==> src/rtl/uart_rx_pkg.sv <==
package uart_rx_pkg;

  localparam int RX_ADDR_DATA = 0;
  localparam int RX_ADDR_STAT = 1;
  localparam int RX_ADDR_CTRL = 2;

  typedef enum logic [2:0] {
    S_IDLE  = 3'd0,
    S_START = 3'd1,
    S_DATA  = 3'd2,
    S_PAR   = 3'd3,
    S_STOP  = 3'd4,
    S_BRK   = 3'd5
  } rx_state_e;

  // Expected parity bit for a byte under even (odd=0) or odd (odd=1) parity
  function automatic logic parity_of(input logic [7:0] d, input logic odd);
    return (^d) ^ odd;
  endfunction

  function automatic logic [7:0] pack_status(
    input logic rdy, input logic ovr, input logic pe, input logic fe,
    input logic rie, input logic cd, input logic txe, input logic tie);
    return {rdy, ovr, pe, fe, rie, cd, txe, tie};
  endfunction

endpackage

==> src/rtl/rx_sync.sv <==
module rx_sync #(
  parameter int STAGES = 2
) (
  input  logic clk,
  input  logic rst_n,
  input  logic d,
  output logic q
);
  logic [STAGES-1:0] chain;

  genvar g;
  generate
    for (g = 0; g < STAGES; g++) begin : g_stage
      if (g == 0) begin : g_first
        always_ff @(posedge clk or negedge rst_n)
          if (!rst_n) chain[0] <= 1'b1;
          else        chain[0] <= d;
      end else begin : g_rest
        always_ff @(posedge clk or negedge rst_n)
          if (!rst_n) chain[g] <= 1'b1;
          else        chain[g] <= chain[g-1];
      end
    end
  endgenerate

  assign q = chain[STAGES-1];
endmodule

==> src/rtl/rx_shifter.sv <==
module rx_shifter
  import uart_rx_pkg::*;
#(
  parameter int DATA_W = 8,
  parameter int OSR    = 16
) (
  input  logic              clk,
  input  logic              rst_n,
  input  logic              tick,
  input  logic              rxd,
  input  logic              hold,
  input  logic              par_en,
  input  logic              par_odd,
  output logic              done,
  output logic [DATA_W-1:0] data,
  output logic              perr,
  output logic              ferr
);
  localparam int CW = $clog2(OSR);
  localparam int BW = $clog2(DATA_W + 1);
  localparam logic [CW-1:0] HALF = CW'(OSR / 2 - 1);
  localparam logic [CW-1:0] FULL = CW'(OSR - 1);
  localparam logic [BW-1:0] LAST = BW'(DATA_W - 1);

  rx_state_e         st;
  logic [CW-1:0]     cnt;
  logic [BW-1:0]     bitn;
  logic [DATA_W-1:0] shreg;
  logic              pbit;
  logic              at_half, at_full;

  assign at_half = (cnt == HALF);
  assign at_full = (cnt == FULL);

  always_ff @(posedge clk or negedge rst_n) begin
    if (!rst_n) begin
      st    <= S_IDLE;
      cnt   <= '0;
      bitn  <= '0;
      shreg <= '0;
      pbit  <= 1'b0;
      done  <= 1'b0;
      data  <= '0;
      perr  <= 1'b0;
      ferr  <= 1'b0;
    end else if (hold) begin
      st   <= S_IDLE;
      cnt  <= '0;
      done <= 1'b0;
    end else begin
      done <= 1'b0;
      if (tick) begin
        case (st)
          S_IDLE: begin
            cnt <= '0;
            if (!rxd) st <= S_START;
          end
          S_START: begin
            if (at_half) begin
              cnt  <= '0;
              bitn <= '0;
              st   <= rxd ? S_IDLE : S_DATA;
            end else cnt <= cnt + 1'b1;
          end
          S_DATA: begin
            if (at_full) begin
              cnt   <= '0;
              shreg <= {rxd, shreg[DATA_W-1:1]};
              bitn  <= bitn + 1'b1;
              if (bitn == LAST) st <= par_en ? S_PAR : S_STOP;
            end else cnt <= cnt + 1'b1;
          end
          S_PAR: begin
            if (at_full) begin
              cnt  <= '0;
              pbit <= rxd;
              st   <= S_STOP;
            end else cnt <= cnt + 1'b1;
          end
          S_STOP: begin
            if (at_full) begin
              cnt  <= '0;
              done <= 1'b1;
              data <= shreg;
              ferr <= !rxd;
              perr <= par_en && (pbit != parity_of(shreg, par_odd));
              st   <= rxd ? S_IDLE : S_BRK;
            end else cnt <= cnt + 1'b1;
          end
          S_BRK: begin
            cnt <= '0;
            if (rxd) st <= S_IDLE;
          end
          default: st <= S_IDLE;
        endcase
      end
    end
  end

  AST_HOLD_IDLE: assert property (@(posedge clk) disable iff (!rst_n)
    hold |=> (st == S_IDLE)) else $error("hold did not idle");
  AST_DONE_PULSE: assert property (@(posedge clk) disable iff (!rst_n)
    done |=> !done) else $error("done longer than one cycle");
  AST_FE_WAITS_HIGH: assert property (@(posedge clk) disable iff (!rst_n)
    (done && ferr) |-> (st == S_BRK)) else $error("no line-high wait");
endmodule

==> src/rtl/rx_status.sv <==
module rx_status
  import uart_rx_pkg::*;
#(
  parameter int DATA_W = 8,
  parameter int ADDR_W = 2
) (
  input  logic              clk,
  input  logic              rst_n,
  input  logic              done,
  input  logic [DATA_W-1:0] rx_data,
  input  logic              perr,
  input  logic              ferr,
  input  logic              dcd,
  input  logic              iostop,
  input  logic              tdre,
  input  logic [ADDR_W-1:0] addr,
  input  logic              rd,
  input  logic              wr,
  input  logic [7:0]        wdata,
  output logic [7:0]        rdata,
  output logic              irq_rx,
  output logic              irq_tx,
  output logic              par_en,
  output logic              par_odd
);
  logic [DATA_W-1:0] rdr;
  logic rdrf, ovrn, pe, fe, rie, tie;
  logic clr_all, rd_data, wr_stat, wr_ctrl, efr_clr, load, ovr_evt;

  assign clr_all = dcd | iostop;
  assign rd_data = rd && (addr == ADDR_W'(RX_ADDR_DATA));
  assign wr_stat = wr && (addr == ADDR_W'(RX_ADDR_STAT));
  assign wr_ctrl = wr && (addr == ADDR_W'(RX_ADDR_CTRL));
  assign efr_clr = wr_ctrl && !wdata[0];
  assign load    = done && (!rdrf || rd_data);
  assign ovr_evt = done && rdrf && !rd_data;

  always_ff @(posedge clk or negedge rst_n) begin
    if (!rst_n) begin
      rdr <= '0;
      rdrf <= 1'b0;
      ovrn <= 1'b0;
      pe <= 1'b0;
      fe <= 1'b0;
    end else if (clr_all) begin
      rdrf <= 1'b0;
      ovrn <= 1'b0;
      pe <= 1'b0;
      fe <= 1'b0;
    end else begin
      if (load) begin
        rdr  <= rx_data;
        rdrf <= 1'b1;
      end else if (rd_data) rdrf <= 1'b0;

      if (ovr_evt)      ovrn <= 1'b1;
      else if (efr_clr) ovrn <= 1'b0;

      if (load) begin
        pe <= perr;
        fe <= ferr;
      end else if (efr_clr) begin
        pe <= 1'b0;
        fe <= 1'b0;
      end
    end
  end

  always_ff @(posedge clk or negedge rst_n) begin
    if (!rst_n) begin
      rie <= 1'b0;
      tie <= 1'b0;
      par_en <= 1'b0;
      par_odd <= 1'b0;
    end else begin
      if (wr_stat) begin
        rie <= wdata[3];
        tie <= wdata[0];
      end
      if (wr_ctrl) begin
        par_en  <= wdata[1];
        par_odd <= wdata[2];
      end
    end
  end

  always_comb begin
    rdata = '0;
    case (addr)
      ADDR_W'(RX_ADDR_DATA): rdata = 8'(rdr);
      ADDR_W'(RX_ADDR_STAT): rdata = pack_status(rdrf, ovrn, pe, fe, rie, dcd, tdre, tie);
      ADDR_W'(RX_ADDR_CTRL): rdata = {5'b0, par_odd, par_en, 1'b1};
      default:               rdata = '0;
    endcase
  end

  assign irq_rx = rie && (rdrf || ovrn || pe || fe);
  assign irq_tx = tie && tdre;

  AST_RDRF_ON_LOAD: assert property (@(posedge clk) disable iff (!rst_n)
    (load && !clr_all) |=> rdrf) else $error("load without ready");
  AST_READ_CLEARS: assert property (@(posedge clk) disable iff (!rst_n)
    (rd_data && !done) |=> !rdrf) else $error("read left ready set");
  AST_OVR_KEEPS_BYTE: assert property (@(posedge clk) disable iff (!rst_n)
    (ovr_evt && !clr_all) |=> (ovrn && $stable(rdr))) else $error("overrun");
  AST_EFR_CLEARS: assert property (@(posedge clk) disable iff (!rst_n)
    (efr_clr && !done) |=> (!ovrn && !pe && !fe)) else $error("efr clear");
  AST_FORCE_CLEAR: assert property (@(posedge clk) disable iff (!rst_n)
    clr_all |=> (!rdrf && !ovrn && !pe && !fe)) else $error("force clear");
endmodule

==> src/rtl/uart_rx_stat.sv <==
module uart_rx_stat #(
  parameter int DATA_W      = 8,
  parameter int OSR         = 16,
  parameter int ADDR_W      = 2,
  parameter int SYNC_STAGES = 2
) (
  input  logic              clk,
  input  logic              rst_n,
  input  logic              tick16,
  input  logic              rxd,
  input  logic              dcd,
  input  logic              iostop,
  input  logic              tdre,
  input  logic [ADDR_W-1:0] bus_addr,
  input  logic              bus_rd,
  input  logic              bus_wr,
  input  logic [7:0]        bus_wdata,
  output logic [7:0]        bus_rdata,
  output logic              irq_rx,
  output logic              irq_tx
);
  logic              rxd_s, hold, done, perr, ferr, par_en, par_odd;
  logic [DATA_W-1:0] rx_data;

  assign hold = dcd | iostop;

  rx_sync #(.STAGES(SYNC_STAGES)) u_sync (
    .clk(clk), .rst_n(rst_n), .d(rxd), .q(rxd_s));

  rx_shifter #(.DATA_W(DATA_W), .OSR(OSR)) u_shift (
    .clk(clk), .rst_n(rst_n), .tick(tick16), .rxd(rxd_s), .hold(hold),
    .par_en(par_en), .par_odd(par_odd), .done(done), .data(rx_data),
    .perr(perr), .ferr(ferr));

  rx_status #(.DATA_W(DATA_W), .ADDR_W(ADDR_W)) u_stat (
    .clk(clk), .rst_n(rst_n), .done(done), .rx_data(rx_data), .perr(perr),
    .ferr(ferr), .dcd(dcd), .iostop(iostop), .tdre(tdre), .addr(bus_addr),
    .rd(bus_rd), .wr(bus_wr), .wdata(bus_wdata), .rdata(bus_rdata),
    .irq_rx(irq_rx), .irq_tx(irq_tx), .par_en(par_en), .par_odd(par_odd));
endmodule

==> config.mk <==
export PLATFORM = sky130hd
export DESIGN_NAME = uart_rx_stat
export DESIGN_NICKNAME = d
export VERILOG_FILES = /design/src/rtl/uart_rx_pkg.sv /design/src/rtl/rx_sync.sv /design/src/rtl/rx_shifter.sv /design/src/rtl/rx_status.sv /design/src/rtl/uart_rx_stat.sv
export SDC_FILE = /design/constraint.sdc
export NUM_CORES = 1
export LEC_CHECK = 0
export ABC_AREA = 0
export BUFFER_PORTS_ARGS = -buffer_cell sky130_fd_sc_hd__buf_2
export CAP_MARGIN = 20
export CORE_UTILIZATION = 45
export DETAILED_ROUTE_END_ITERATION = 12
export PLACE_DENSITY_LB_ADDON = 0.15
export SYNTH_ARGS = -nofsm -noshare
export SYNTH_HDL_FRONTEND = slang
export SYNTH_SLANG_ARGS = --single-unit
==> constraint.sdc <==
create_clock -name clk -period 2.31 [get_ports clk]
set_input_delay 0.462 -clock clk [delete_from_list [all_inputs] [get_ports clk]]
set_output_delay 0.462 -clock clk [all_outputs]
set_load 0.005 [all_outputs]
Yosys cells after proc, flatten, opt, wreduce, memory -nomap -nowiden

Index checks and enable logic that the tools add are counted.

Divide/modulo/power cells: 0
Reductions and logical operators: 36
Mux-type cells: 36
Shifts and indexed selects: 0
Equality and inequality tests: 20
Bitwise operators: 3
$lt $le $gt $ge: 0
Add/subtract/negate cells: 2
Multiply operators: 0

Operators with widths:

| cell                  | count |
|---|---|
| $mux W3               | 11 |
| $mux W4               | 6 |
| $pmux W8 S3           | 1 |
| $pmux W3 S6           | 1 |
| $ne A3 B2 Y1 const B  | 5 |
| $mux W1               | 14 |
| $pmux W4 S3           | 1 |
| $reduce_and A4 Y1     | 3 |
| $logic_and A1 B1 Y1   | 10 |
| $reduce_bool A3 Y1    | 3 |
| $add A4 B1 Y4 const B | 2 |
| $eq A4 B3 Y1 const B  | 2 |
| $pmux W4 S2           | 1 |
| $reduce_and A8 Y1     | 1 |
| $reduce_xor A8 Y1     | 1 |
| $eq A3 B2 Y1 const B  | 2 |
| $eq A3 B3 Y1 const B  | 2 |
| $ne A3 B3 Y1 const B  | 2 |
| $reduce_and A5 Y1     | 1 |
| $eq A4 B4 Y1 const B  | 1 |
| $logic_not A1 Y1      | 4 |
| $logic_or A1 B1 Y1    | 4 |
| $ne A2 B1 Y1 const B  | 2 |
| $reduce_and A2 Y1     | 2 |
| 14 further kinds      | 15 |

Latch bits: 0
Output and inout port bits: 10
Bits in registers: 49
ROM bits: 0
Memories: 0
Bits in writable memories: 0
Input port bits: 19
Word-level logic and storage cells: 117

Depth between registers and ports, before layout

Gate-level depths: netlist of the first run.

Word-level depth: 6
Mapped depth: 7
Depth with buffers taken out: 5

Hierarchy

From an unflattened synthesis of the first run, not the netlist that was laid out.

Cell total of the unflattened synthesis: 218
Area, all modules: 2,592.5 um2

Modules (own cells, without submodules):

| module       | seq. area each (um2) | cells each | area each (um2) | instances |
|---|---|---|---|---|
| rx_shifter   | 775.7                | 148        | 1,681.6         | 1 |
| rx_status    | 400.4                | 67         | 852.1           | 1 |
| rx_sync      | 52.6                 | 2          | 52.6            | 1 |
| uart_rx_stat | 0.0                  | 1          | 6.3             | 1 |

Worst setup path before layout of the first run

OpenSTA, ideal clock, no wires.

Path type: register -> register
Start: register u_shift.cnt[0]
End: register u_shift.data[2]
Period minus slack after synthesis: 1.712 ns
Setup slack: 0.598 ns
Data required time: 2.185 ns
Setup time: 0.125 ns
Arrival: 1.587 ns
Path buffers: 2
Stages on the path, launching flop included: 7
Path through: dfrtp_1 > ha_1 > and3_1 > clkbuf_1 > nand4_2 > buf_4 > mux2_4

Cells in the longest elaborated chain, start to end: 2

Ends and longest elaborated chain:

| item                               | RTL line         | source |
|---|---|---|
| start: declaration                 | rx_shifter.sv:26 | `logic [CW-1:0] cnt;` |
| start signal: assignment           | rx_shifter.sv:63 | `end else cnt <= cnt + 1'b1;` |
| start signal: assignment           | rx_shifter.sv:71 | `end else cnt <= cnt + 1'b1;` |
| start signal: assignment           | rx_shifter.sv:78 | `end else cnt <= cnt + 1'b1;` |
| $eq A4 B4 Y1                       | rx_shifter.sv:33 | `assign at_full = (cnt == FULL);` |
| $reduce_and A4 Y1 (no source line) | --               |  |
| end signal: assignment             | rx_shifter.sv:84 | `data <= shreg;` |
| end: declaration                   | rx_shifter.sv:15 | `output logic [DATA_W-1:0] data,` |

No other way between the ends.
A chain may end at the register's enable or synchronous reset.

Final worst setup path of the first run

Start: register u_shift.st[0]
End: register u_shift.bitn[2]

Cells in the longest elaborated chain, start to end: 3
Elaborated cells between the ends (all ways): 7
Classes of those cells: eq/ne (4); mux (1); reduce/logical (2)

Ends and longest elaborated chain:

| item                                                                       | RTL line         | source |
|---|---|---|
| start: declaration                                                         | rx_shifter.sv:25 | `rx_state_e st;` |
| start signal: assignment                                                   | rx_shifter.sv:62 | `st <= rxd ? S_IDLE : S_DATA;` |
| start signal: assignment                                                   | rx_shifter.sv:70 | `if (bitn == LAST) st <= par_en ? S_PAR : S_STOP;` |
| start signal: assignment                                                   | rx_shifter.sv:87 | `st <= rxd ? S_IDLE : S_BRK;` |
| $eq A3 B2 Y1 / $eq A3 B1 Y1 (equally long branches)                        | rx_shifter.sv:53 | `case (st)` |
| $ne A2 B1 Y1 (no source line) / $reduce_bool A2 Y1 (equally long branches) | --               |  |
| $reduce_and A5 Y1 (no source line)                                         | --               |  |
| end signal: assignment                                                     | rx_shifter.sv:69 | `bitn <= bitn + 1'b1;` |
| end: declaration                                                           | rx_shifter.sv:27 | `logic [BW-1:0] bitn;` |

Parallel ways exist; a longest one is shown, timed or not.

==> results of run 1 <==
-- layer usage --
| layer | share of wire [%] | vias up | wire length (um) | global-route usage (%) |
|---|---|---|---|---|
| met5 | 0 | - | 0 | 0 |
| li1 | - | 885 | - | - |
| met3 | 4.0 | 4 | 185 | 3.69 |
| met4 | 1.3 | 0 | 60 | 6.79 |
| met1 | 51 | 845 | 2330 | 26.6 |
| met2 | 44 | 35 | 2020 | 23.9 |
-- cell families (layout without fill, tap and decap cells) --
family                   count (synthesis)  after routing  share of synthesized area, %
AND/OR/NAND/NOR                         69             69                          15.2
AO/OA/AOI/OAI                           49             49                          12.7
flip-flops                              49             49                          48.4
multiplexers                            36             36                          16.3
buffers and inverters                   16             43                          2.76
XOR/XNOR                                 9              9                          3.64
adder cells (fa/ha/maj)                  2              2                         0.985
-- worst reg2reg max path: cells and delay by family, from the launching register on --
kind               cells  cell delay (ns)
and+or+nand+nor        1             0.39
DFF                    1             0.64
AOI/OAI and AO/OA      3             0.78
-- cell usage after synthesis (2+ instances only) --
| cell | instances |
|---|---|
| dfrtp_1 | 47 |
| mux2_2 | 24 |
| nand2_1 | 16 |
| nor2_1 | 15 |
| o21ai_0 | 12 |
| a21oi_1 | 11 |
| mux2i_1 | 7 |
| xnor2_1 | 7 |
| inv_1 | 6 |
| buf_2 | 5 |
| mux2_4 | 5 |
| nor2b_1 | 5 |
| o211ai_1 | 5 |
| or3b_2 | 5 |
| a21o_1 | 3 |
| clkbuf_1 | 3 |
| nand2b_1 | 3 |
| nand3_1 | 3 |
| nand3b_1 | 3 |
| nand4_1 | 3 |
| nor3_1 | 3 |
| o31ai_1 | 3 |
| and3b_1 | 2 |
| dfstp_2 | 2 |
| ha_1 | 2 |
| o21ai_1 | 2 |
| o221ai_1 | 2 |
| or2_2 | 2 |
| or3b_1 | 2 |
-- through the flow --
step	hold slack [ns]	area [um^2]	util, %	power [mW]	setup slack [ns]
after floorplan	0.166	2540	-	0.994	0.598
after CTS	0.125	2850	54.2	1.68	0.395
final	0.111	2850	54.2	1.65	0.383
after global routing	0.148	2850	54.2	1.73	0.232
after global placement	0.346	2740	52.0	1.05	0.391
after detailed placement	0.348	2740	52.0	1.06	0.368
-- power by group through the flow --
stage	clock (mW)	sequential [mW]	combinational, mW
floorplan	0	0.907	0.0868
global placement	0	0.918	0.137
detailed placement	0	0.918	0.138
CTS	0.639	0.901	0.138
global route	0.667	0.907	0.156
finish	0.613	0.901	0.136
-- flip-flops by register name, indices dropped and copies added (netlist names), 3 cells and up --
register	cells
u_shift.data	8
u_shift.bitn	4
u_shift.cnt	4
u_shift.st	3
u_stat.rdr	8
u_shift.shreg	8
-- worst paths after layout --
| path | cells past startpoint | slack (ns) | end |
|---|---|---|---|
| hold reg to reg | 0 | 0.36 | u_sync.q |
| min in group clk | 1 | 0.25 | u_sync.chain[0] |
| setup reg to reg | 4 | 0.38 | u_shift.bitn[2] |
| setup / recovery | 4 | 0.38 | u_shift.bitn[2] |
| max in group asynchronous | 2 | 1.56 | u_sync.q |
| hold / removal | 1 | 0.11 | u_stat.tie |
-- final cells by class --
| class | instances | area [um^2] | share of cell area [%] |
|---|---|---|---|
| Tap cell | 70 | 87.6 | 3.07 |
| Clock inverter | 3 | 46.3 | 1.62 |
| Timing Repair Buffer | 29 | 158 | 5.52 |
| Clock buffer | 5 | 68.8 | 2.41 |
| Inverter | 6 | 22.5 | 0.789 |
| Multi-Input combinational cell | 165 | 1240 | 43.5 |
| Sequential cell | 49 | 1230 | 43.1 |
-- layout by cell type (no fill, tap or decap), drive strengths merged, types with 2 or more instances in the layout --
cell,count
nand3b,3
nand4,4
a21oi,11
buf,29
or3b,7
clkbuf,5
a21o,3
o31ai,3
mux2i,7
mux2,29
inv,6
ha,2
and3b,2
o21ai,14
nor2,15
nor3b,2
nor3,3
nand3,3
nand2b,3
xnor2,7
or2,3
nor2b,5
nand2,16
dfstp,2
o211ai,5
dfrtp,47
o221ai,2
==> impl_metrics.tcl, run 1 <==
set metrics [dict create \
    status "complete, no violations" \
    placementRows 26 \
    cpPeakStageDelay_ns 0.64 \
    internal-power_mw 1.27 \
    path_buf_inv 0 \
    combPwrFrac_pct 8.2 \
    cts_setup_buffers 0 \
    worstHoldPathType "in -> async" \
    leakage_nw 1.35 \
    num-nets-final 277 \
    detailed_place_hpwl_mm 3.42 \
    clock.fmax_ghz 0.519 \
    clkTransAtPathRegs_ns 0.09 \
    cts_buffers 5 \
    clock_latency_ns 0.30 \
    skew_ns 0.00413 \
    path_class "reg -> reg" \
    clock_sinks 49 \
    clockRootBuffer "clkbuf_8" \
    yosys-top-cells-area "dfrtp_1 46%, mux2_2 11%, mux2_4 3.0%" \
    yosysTopAreaCell "dfrtp_1" \
    drive_above_1_share_pct 30.7 \
    dpl.cell_count 319 \
    cts_resized 0 \
    instances_no_fill 327 \
    syn_avg_cell_area_um2 11.0 \
    drt_wl_total_mm 4.60 \
    clkPwrFrac_pct 37.1 \
    crit_fanout 17 \
    hold_viol_final 0 \
    cp.required_ns 2.50 \
    fp.dieW_um 77.1 \
    h-tree-depth 2 \
    detail-route-antenna-nets 0 \
    ys_ff_latch 49 \
    fin_tns_setup_ns 0 \
    syn_to_final_growth_pct 12.3 \
    syn_inst 230 \
    vias 1769 \
    grt_pass1_vias 1656 \
    peakVddDrop_uv 410 \
    routed_via_density 5.41 \
    syn_nets 251 \
    worst_slew_pin_slew_ns 0.492 \
    port-buffer-count 24 \
    relSlewSlack_pct 67.2 \
    p_switching_mw 0.385 \
    io_pins 29 \
    sw_frac_of_total_pct 23.3 \
    place_congestion 0.844 \
    antenna_found_initial 0 \
    floorplan.initialDensity_pct 48.2 \
    fp.coreArea_um2 5270 \
    syn_area_um2 2540 \
    drt_iter0_markers 130 \
    ys_seq_area_share_pct 48.4 \
    drc 0 \
    rsz0062_at_grt "no" \
    drv_cap 0 \
    seq_power_share_pct 54.6 \
    wl_per_cell_um 14.1 \
    grt_start_max_net_pins 24 \
    critPathTopFamily "compound AO/OA/AOI/OAI gates" \
    synth_top_area_share_pct 46.3 \
    gr-usage-all-layers_pct 17.5 \
    cts_buffer_depth 2 \
    crit_path_start "u_shift.st[0]" \
    first_pass_iters 4 \
    drv_slew 0 \
    async_flop_share_pct 100 \
    crit_slowest_cell "dfrtp_1" \
    antenna_cells 0 \
    globalRouteOverflowTotal 0 \
    synth_cell_types 51 \
    fin_crit_ns 1.93 \
    synth_ff_type "dfrtp_1" \
    yosysWarnings 0 \
    r2r_start "u_shift.st[0]" \
    fin_crit_sh_pct 83.4 \
    die-area_um2 5950 \
    cts_tree "built" \
    start_kind "register" \
    fill_cells 485 \
    synth_edf_count 0 \
    setup_viol 0 \
    path_cells "or3b_1 > a2111o_1 > o21ai_0 > o31ai_1" \
    powerDensity_nw_per_um2 578 \
    grt_pass1_wl_mm 8.11 \
    critPathArrivalTime_ns 2.11 \
    die_h_um 77.1 \
    cts_hold_buf 0 \
    end_kind "register" \
]
No activity file was read; power rests on OpenSTA's default activity.
==> inputs of run 2 (changes only) <==
ABC_AREA = 1   (was 0)
clock period = 1.6 ns   (was 2.31 ns; I/O delays follow)
==> impl_metrics.tcl, run 2 <==
set metrics [dict create \
    routed_via_density 4.82 \
    synth_cell_types 29 \
    fin_util_pct 55.1 \
    grt_pass1_vias 1922 \
    syn_avg_cell_area_um2 7.93 \
    largestRegisters "u_shift.data x8, u_shift.shreg x8, u_stat.rdr x8" \
    yosysWarnings 0 \
    clock.fmax_ghz 0.675 \
    fin_crit_sh_pct 92.6 \
    detailed_place_hpwl_mm 3.47 \
    drv_slew 0 \
    port-buffer-count 24 \
    end_kind "register" \
    ys_ff_latch 49 \
    place_congestion 0.874 \
    yosysMostFrequentCell "nand2_1" \
    synth_ff_type "dfrtp_1" \
    cts_buffer_depth 2 \
    syn_area_um2 2460 \
    fin_crit_ns 1.48 \
    placementRows 26 \
    path_class "reg -> reg" \
    worstHoldPathType "in -> reg" \
    cts_tree "built" \
    hold_viol_final 0 \
    clock_sinks 49 \
    peakVddDrop_uv 417 \
    relSlewSlack_pct 80.9 \
    status "complete, no violations" \
    io_pins 29 \
    num-nets-final 363 \
    fp.dieW_um 75.9 \
    syn_inst 310 \
    fin_tns_setup_ns 0 \
    rsz0062_at_grt "yes" \
    ys_seq_area_share_pct 50.0 \
    gr-usage-all-layers_pct 18.5 \
    drt_iter0_markers 142 \
    ff2ff_path_depth 8 \
    clock_latency_ns 0.30 \
    layout_commonest_cell "nand2_1" \
    wl_per_cell_um 11.5 \
    crit_fanout 6 \
    grt_pass1_wl_mm 8.53 \
    cts_buffers 5 \
    skew_ns 0.0102 \
    grt_start_max_net_pins 50 \
    fp.coreArea_um2 5170 \
    start_kind "register" \
    die-area_um2 5760 \
    drt_wl_total_mm 4.74 \
    syn_nets 331 \
    clkTransAtPathRegs_ns 0.09 \
    die_h_um 75.9 \
    h-tree-depth 2 \
    critPathArrivalTime_ns 1.73 \
    globalRouteOverflowTotal 0 \
    setup_viol 0 \
    floorplan.initialDensity_pct 47.5 \
    dpl-instance-area_um2 2690 \
    worst_slew_pin_slew_ns 0.286 \
    powerDensity_nw_per_um2 841 \
    design_area_um2 2850 \
    drv_cap 0 \
    hold_depth 1 \
    leakage_nw 1.42 \
    cp.required_ns 1.85 \
    yosysTopAreaCell "dfrtp_1" \
    synth_edf_count 0 \
    synth_top_area_share_pct 47.8 \
    final_cell_mix "86 x nand2_1, 46 x dfrtp_1, 42 x inv_1" \
    async_flop_share_pct 100 \
    yosys-top-cells-count "88 x nand2_1, 47 x dfrtp_1, 43 x inv_1" \
    clockRootBuffer "clkbuf_8" \
    syn_to_final_growth_pct 15.9 \
    drive_above_1_share_pct 17.5 \
    antenna_found_initial 0 \
    yosys-top-cells-area "dfrtp_1 48%, nand2_1 13%, inv_1 6.6%" \
    vias 1989 \
    detail-route-antenna-nets 0 \
    first_pass_iters 4 \
    antenna_cells 0 \
    drc 0 \
]
run 2: changes by cell type in the layout (fill, tap and decap cells not counted), sizes merged, moves of 7 or more:
cell | previous run | this run
nand3 | 3 | 19
mux2i | 7 | 0
inv | 6 | 47
nand2 | 16 | 91
mux2 | 29 | 2
or3b | 7 | 0
nor2 | 15 | 24
o21ai | 14 | 39
run 2: critical path: stages (launching register included):
cell and delay (ns):
dfrtp_1 0.46, inv_2 0.14, nand2_1 0.12, nor2_4 0.17
o21ai_0 0.10, nor2_1 0.17, buf_4 0.14, nand3b_1 0.06
nand2_1 0.07
run 2: layout make-up:
cell class	count	area (um^2)
clock buffers	5	68.8
well taps	70	87.6
fillers	482	2320
multi-input cells	209	1050
clock inverters	3	46.3
flip-flops and latches	49	1230
repair buffers	30	193
inverters	47	176
run 2: where the power goes:
group,switching [mW],leakage (nW),total (mW),internal (mW)
Combinational,0.121,0.751,0.204,0.0829
Sequential,0.0258,0.615,1.29,1.27
Clock,0.431,0.0543,0.899,0.468
run 2: stage by stage:
step / std cells / worst slack, ns / hold WS, ns / power (mW)
final: 413 / 0.119 / 0.114 / 2.40
after global routing: 413 / -0.0115 / 0.0914 / 2.52
after CTS: 412 / 0.0633 / 0.0937 / 2.43
after detailed placement: 403 / 0.0853 / 0.329 / 1.52
after global placement: 403 / 0.0821 / 0.326 / 1.51
after floorplan: 310 / 0.228 / 0.0244 / 1.42
run 2: logic make-up after synthesis:
kind of cell,synth area share (%)
xor gates and xnor gates,2.14
DFF,50.0
and+or+nand+nor,24.4
adders and majority gates,1.02
muxes,0.916
buffers and inverters,8.45
AOI/OAI and AO/OA,13.1
run 2: final timing paths:
path	from	endpoint	slack [ns]
max reg2reg	u_shift.st[2]	u_shift.bitn[2]	0.12
min reg2reg	u_sync.chain[0]	u_sync.q	0.36
max in group asynchronous	rst_n	u_sync.q	0.78
max	u_shift.st[2]	u_shift.bitn[2]	0.12
min	rxd	u_sync.chain[0]	0.11
min in group asynchronous	rst_n	u_stat.rdr[0]	0.52
run 2: repair_timing:
action | in CTS | in global routing
hold buffers | 1 | 0
endpoints found under the hold margin | 37 | 0
gates resized for setup | 0 | 10
buffers inserted | 0 | 1
endpoints found under the setup margin | 0 | 22
run 2: routing by layer:
metal	global-route usage, %	up-vias	part of all wire, %
li1	-	1054	-
met4	5.19	0	0.46
met3	5.06	2	4.1
met1	24.9	899	52
met2	29.5	34	43
met5	0	-	0
==> inputs of run 3 (changes only) <==
SETUP_SLACK_MARGIN = 0.2   (was unset)
SYNTH_HIERARCHICAL = 1   (was unset)
==> impl_metrics.tcl, run 3 <==
set metrics [dict create \
    syn_inst 330 \
    cts_buffer_depth 2 \
    drive_above_1_share_pct 30.4 \
    drt_iter0_markers 103 \
    peakVddDrop_uv 520 \
    grt_pass1_wl_mm 9.19 \
    io_pins 29 \
    num-nets-final 401 \
    globalRouteOverflowTotal 0 \
    syn_to_final_growth_pct 30.4 \
    end_kind "register" \
    hold_viol_final 0 \
    leakage_nw 1.70 \
    clockRootBuffer "clkbuf_8" \
    crit_slowest_cell "dfrtp_2" \
    syn_nets 351 \
    worst_slew_pin_slew_ns 0.480 \
    fin_tns_setup_ns 0 \
    cts_tree "built" \
    final_cell_mix "100 x nand2_1, 44 x dfrtp_1, 40 x inv_1" \
    synth_cell_types 26 \
    syn_avg_cell_area_um2 7.73 \
    powerDensity_nw_per_um2 694 \
    synth_top_area_share_pct 46.1 \
    yosysMostFrequentCell "nand2_1" \
    floorplan.initialDensity_pct 46.6 \
    first_pass_iters 4 \
    path_cells "inv_2 > nand2_2 > nor2_4 > nand2_4 > nand2_4 > nand3_4 > nor2_2 > nand2_1 > nand2_1 > nor2_1" \
    holdWs_ns 0.108 \
    place_congestion 0.844 \
    skew_ns 0.00734 \
    detail-route-antenna-nets 0 \
    yosysWarnings 6 \
    routed_via_density 4.96 \
    antenna_cells 0 \
    status "complete, no violations" \
    drv_slew 0 \
    die_h_um 77.3 \
    antenna_found_initial 0 \
    wl_per_cell_um 12.6 \
    grt_start_max_net_pins 20 \
    fp.coreArea_um2 5470 \
    yosysTopAreaCell "dfrtp_1" \
    syn_area_um2 2550 \
    drc 0 \
    grt_pass1_vias 2087 \
    clock_latency_ns 0.30 \
    setup_viol 0 \
    placementRows 27 \
    synth_ff_type "dfrtp_1" \
    layout_commonest_cell "nand2_1" \
    path_buf_inv 1 \
    fin_crit_sh_pct 90.5 \
    clkTransAtPathRegs_ns 0.09 \
    relSlewSlack_pct 68.0 \
    synth_edf_count 0 \
    final.setup.worst_slack_ns 0.152 \
    die-area_um2 5970 \
    critPathArrivalTime_ns 1.64 \
    critPathTopFamily "simple AND/OR/NAND/NOR gates" \
    clock_sinks 49 \
    port-buffer-count 24 \
    cp.required_ns 1.79 \
    cts_buffers 5 \
    cpPeakStageDelay_ns 0.47 \
    ys_seq_area_share_pct 48.2 \
    place_ws_ns 0.0382 \
    ys_ff_latch 49 \
    rsz0062_at_grt "yes" \
    drv_cap 0 \
    crit_fanout 6 \
    fill_cells 484 \
    yosys-top-cells-area "dfrtp_1 46%, nand2_1 17%, inv_1 6.2%" \
    fp.dieW_um 77.3 \
    design_area_um2 3320 \
    detailed_place_hpwl_mm 3.79 \
    h-tree-depth 2 \
    clock.fmax_ghz 0.691 \
    dpl-instance-area_um2 2800 \
    async_flop_share_pct 100 \
    fin_crit_ns 1.45 \
    vias 2245 \
    yosys-top-cells-count "116 x nand2_1, 47 x dfrtp_1, 42 x inv_1" \
    largestRegisters "u_shift/data x8, u_shift/shreg x8, u_stat/rdr x8" \
    path_class "reg -> reg" \
    worstHoldPathType "in -> reg" \
    drt_wl_total_mm 5.73 \
    gr-usage-all-layers_pct 19.4 \
    start_kind "register" \
]
==> run 3: cell types whose count changed after synthesis, sizes merged, moves of 5 or more <==
cell	before	now
o21ai	39	29
nand3	19	30
o22ai	6	1
nor2	24	19
nand2	91	122
nand4	5	12
==> run 3: area by class of cell <==
type | count | area, um^2 | share of cell area, %
Timing Repair Buffer | 48 | 397 | 11.9
Clock buffer | 7 | 76.3 | 2.30
Sequential cell | 49 | 1230 | 37.1
Tap cell | 72 | 90.1 | 2.71
Inverter | 45 | 169 | 5.08
Multi-Input combinational cell | 231 | 1350 | 40.7
Clock inverter | 1 | 7.51 | 0.226
==> run 3: metal layers <==
| layer | track usage [%] | routed length [um] |
|---|---|---|
| met3 | 3.93 | 220 |
| met5 | 0 | 0 |
| met2 | 33.5 | 2870 |
| met4 | 6.60 | 35 |
| met1 | 24.0 | 2600 |
==> run 3: repair_timing <==
action                                  4_1_cts  5_1_grt
pin swaps                                     4       13
gates resized for setup                      14       56
hold endpoints to repair                     17        0
hold buffers                                  1        0
gates cloned                                  2        1
setup buffers                                 8        6
endpoints found under the setup margin       27       40
==> run 3: logic make-up after synthesis <==
group	count (synthesis)	synth area share [%]
xor+xnor	3	1.03
fa+ha+maj	2	0.981
simple gates	184	33.0
flops	49	48.2
compound gates	41	8.59
buf+inv	51	8.19
==> run 3: final timing paths <==
kind	to	cells after the start	slack [ns]	start
max	u_shift/bitn[3]	10	0.15	u_shift/st[2]
min	u_sync/chain[0]	1	0.11	rxd
max reg2reg	u_shift/bitn[3]	10	0.15	u_shift/st[2]
min reg2reg	u_sync/q	0	0.36	u_sync/chain[0]
max in group asynchronous	u_stat/tie	3	0.52	rst_n
min in group asynchronous	u_shift/done	2	0.51	rst_n
==> run 3: where the power goes <==
group	switching [mW]	total (mW)	internal [mW]
clock	0.405	0.715	0.310
sequential	0.0408	1.32	1.28
combinational	0.162	0.272	0.110
total	0.608	2.31	1.70
==> run 3: worst register-to-register path, stage by stage (launching register included) <==
cell     delay (ns)
dfrtp_2        0.47
inv_2          0.11
nand2_2        0.08
nor2_4         0.18
nand2_4        0.08
nand2_4        0.08
nand3_4        0.09
nor2_2         0.11
nand2_1        0.05
nand2_1        0.05
nor2_1         0.04
==> run 3: metrics by stage <==
step	power, mW	utilization [%]	cells
2_1_floorplan	1.46	-	330
3_3_place_gp	1.56	51.1	427
3_5_place_dp	1.57	51.1	427
4_1_cts	2.31	55.6	446
5_1_grt	2.43	60.7	453
6_report	2.31	60.7	453
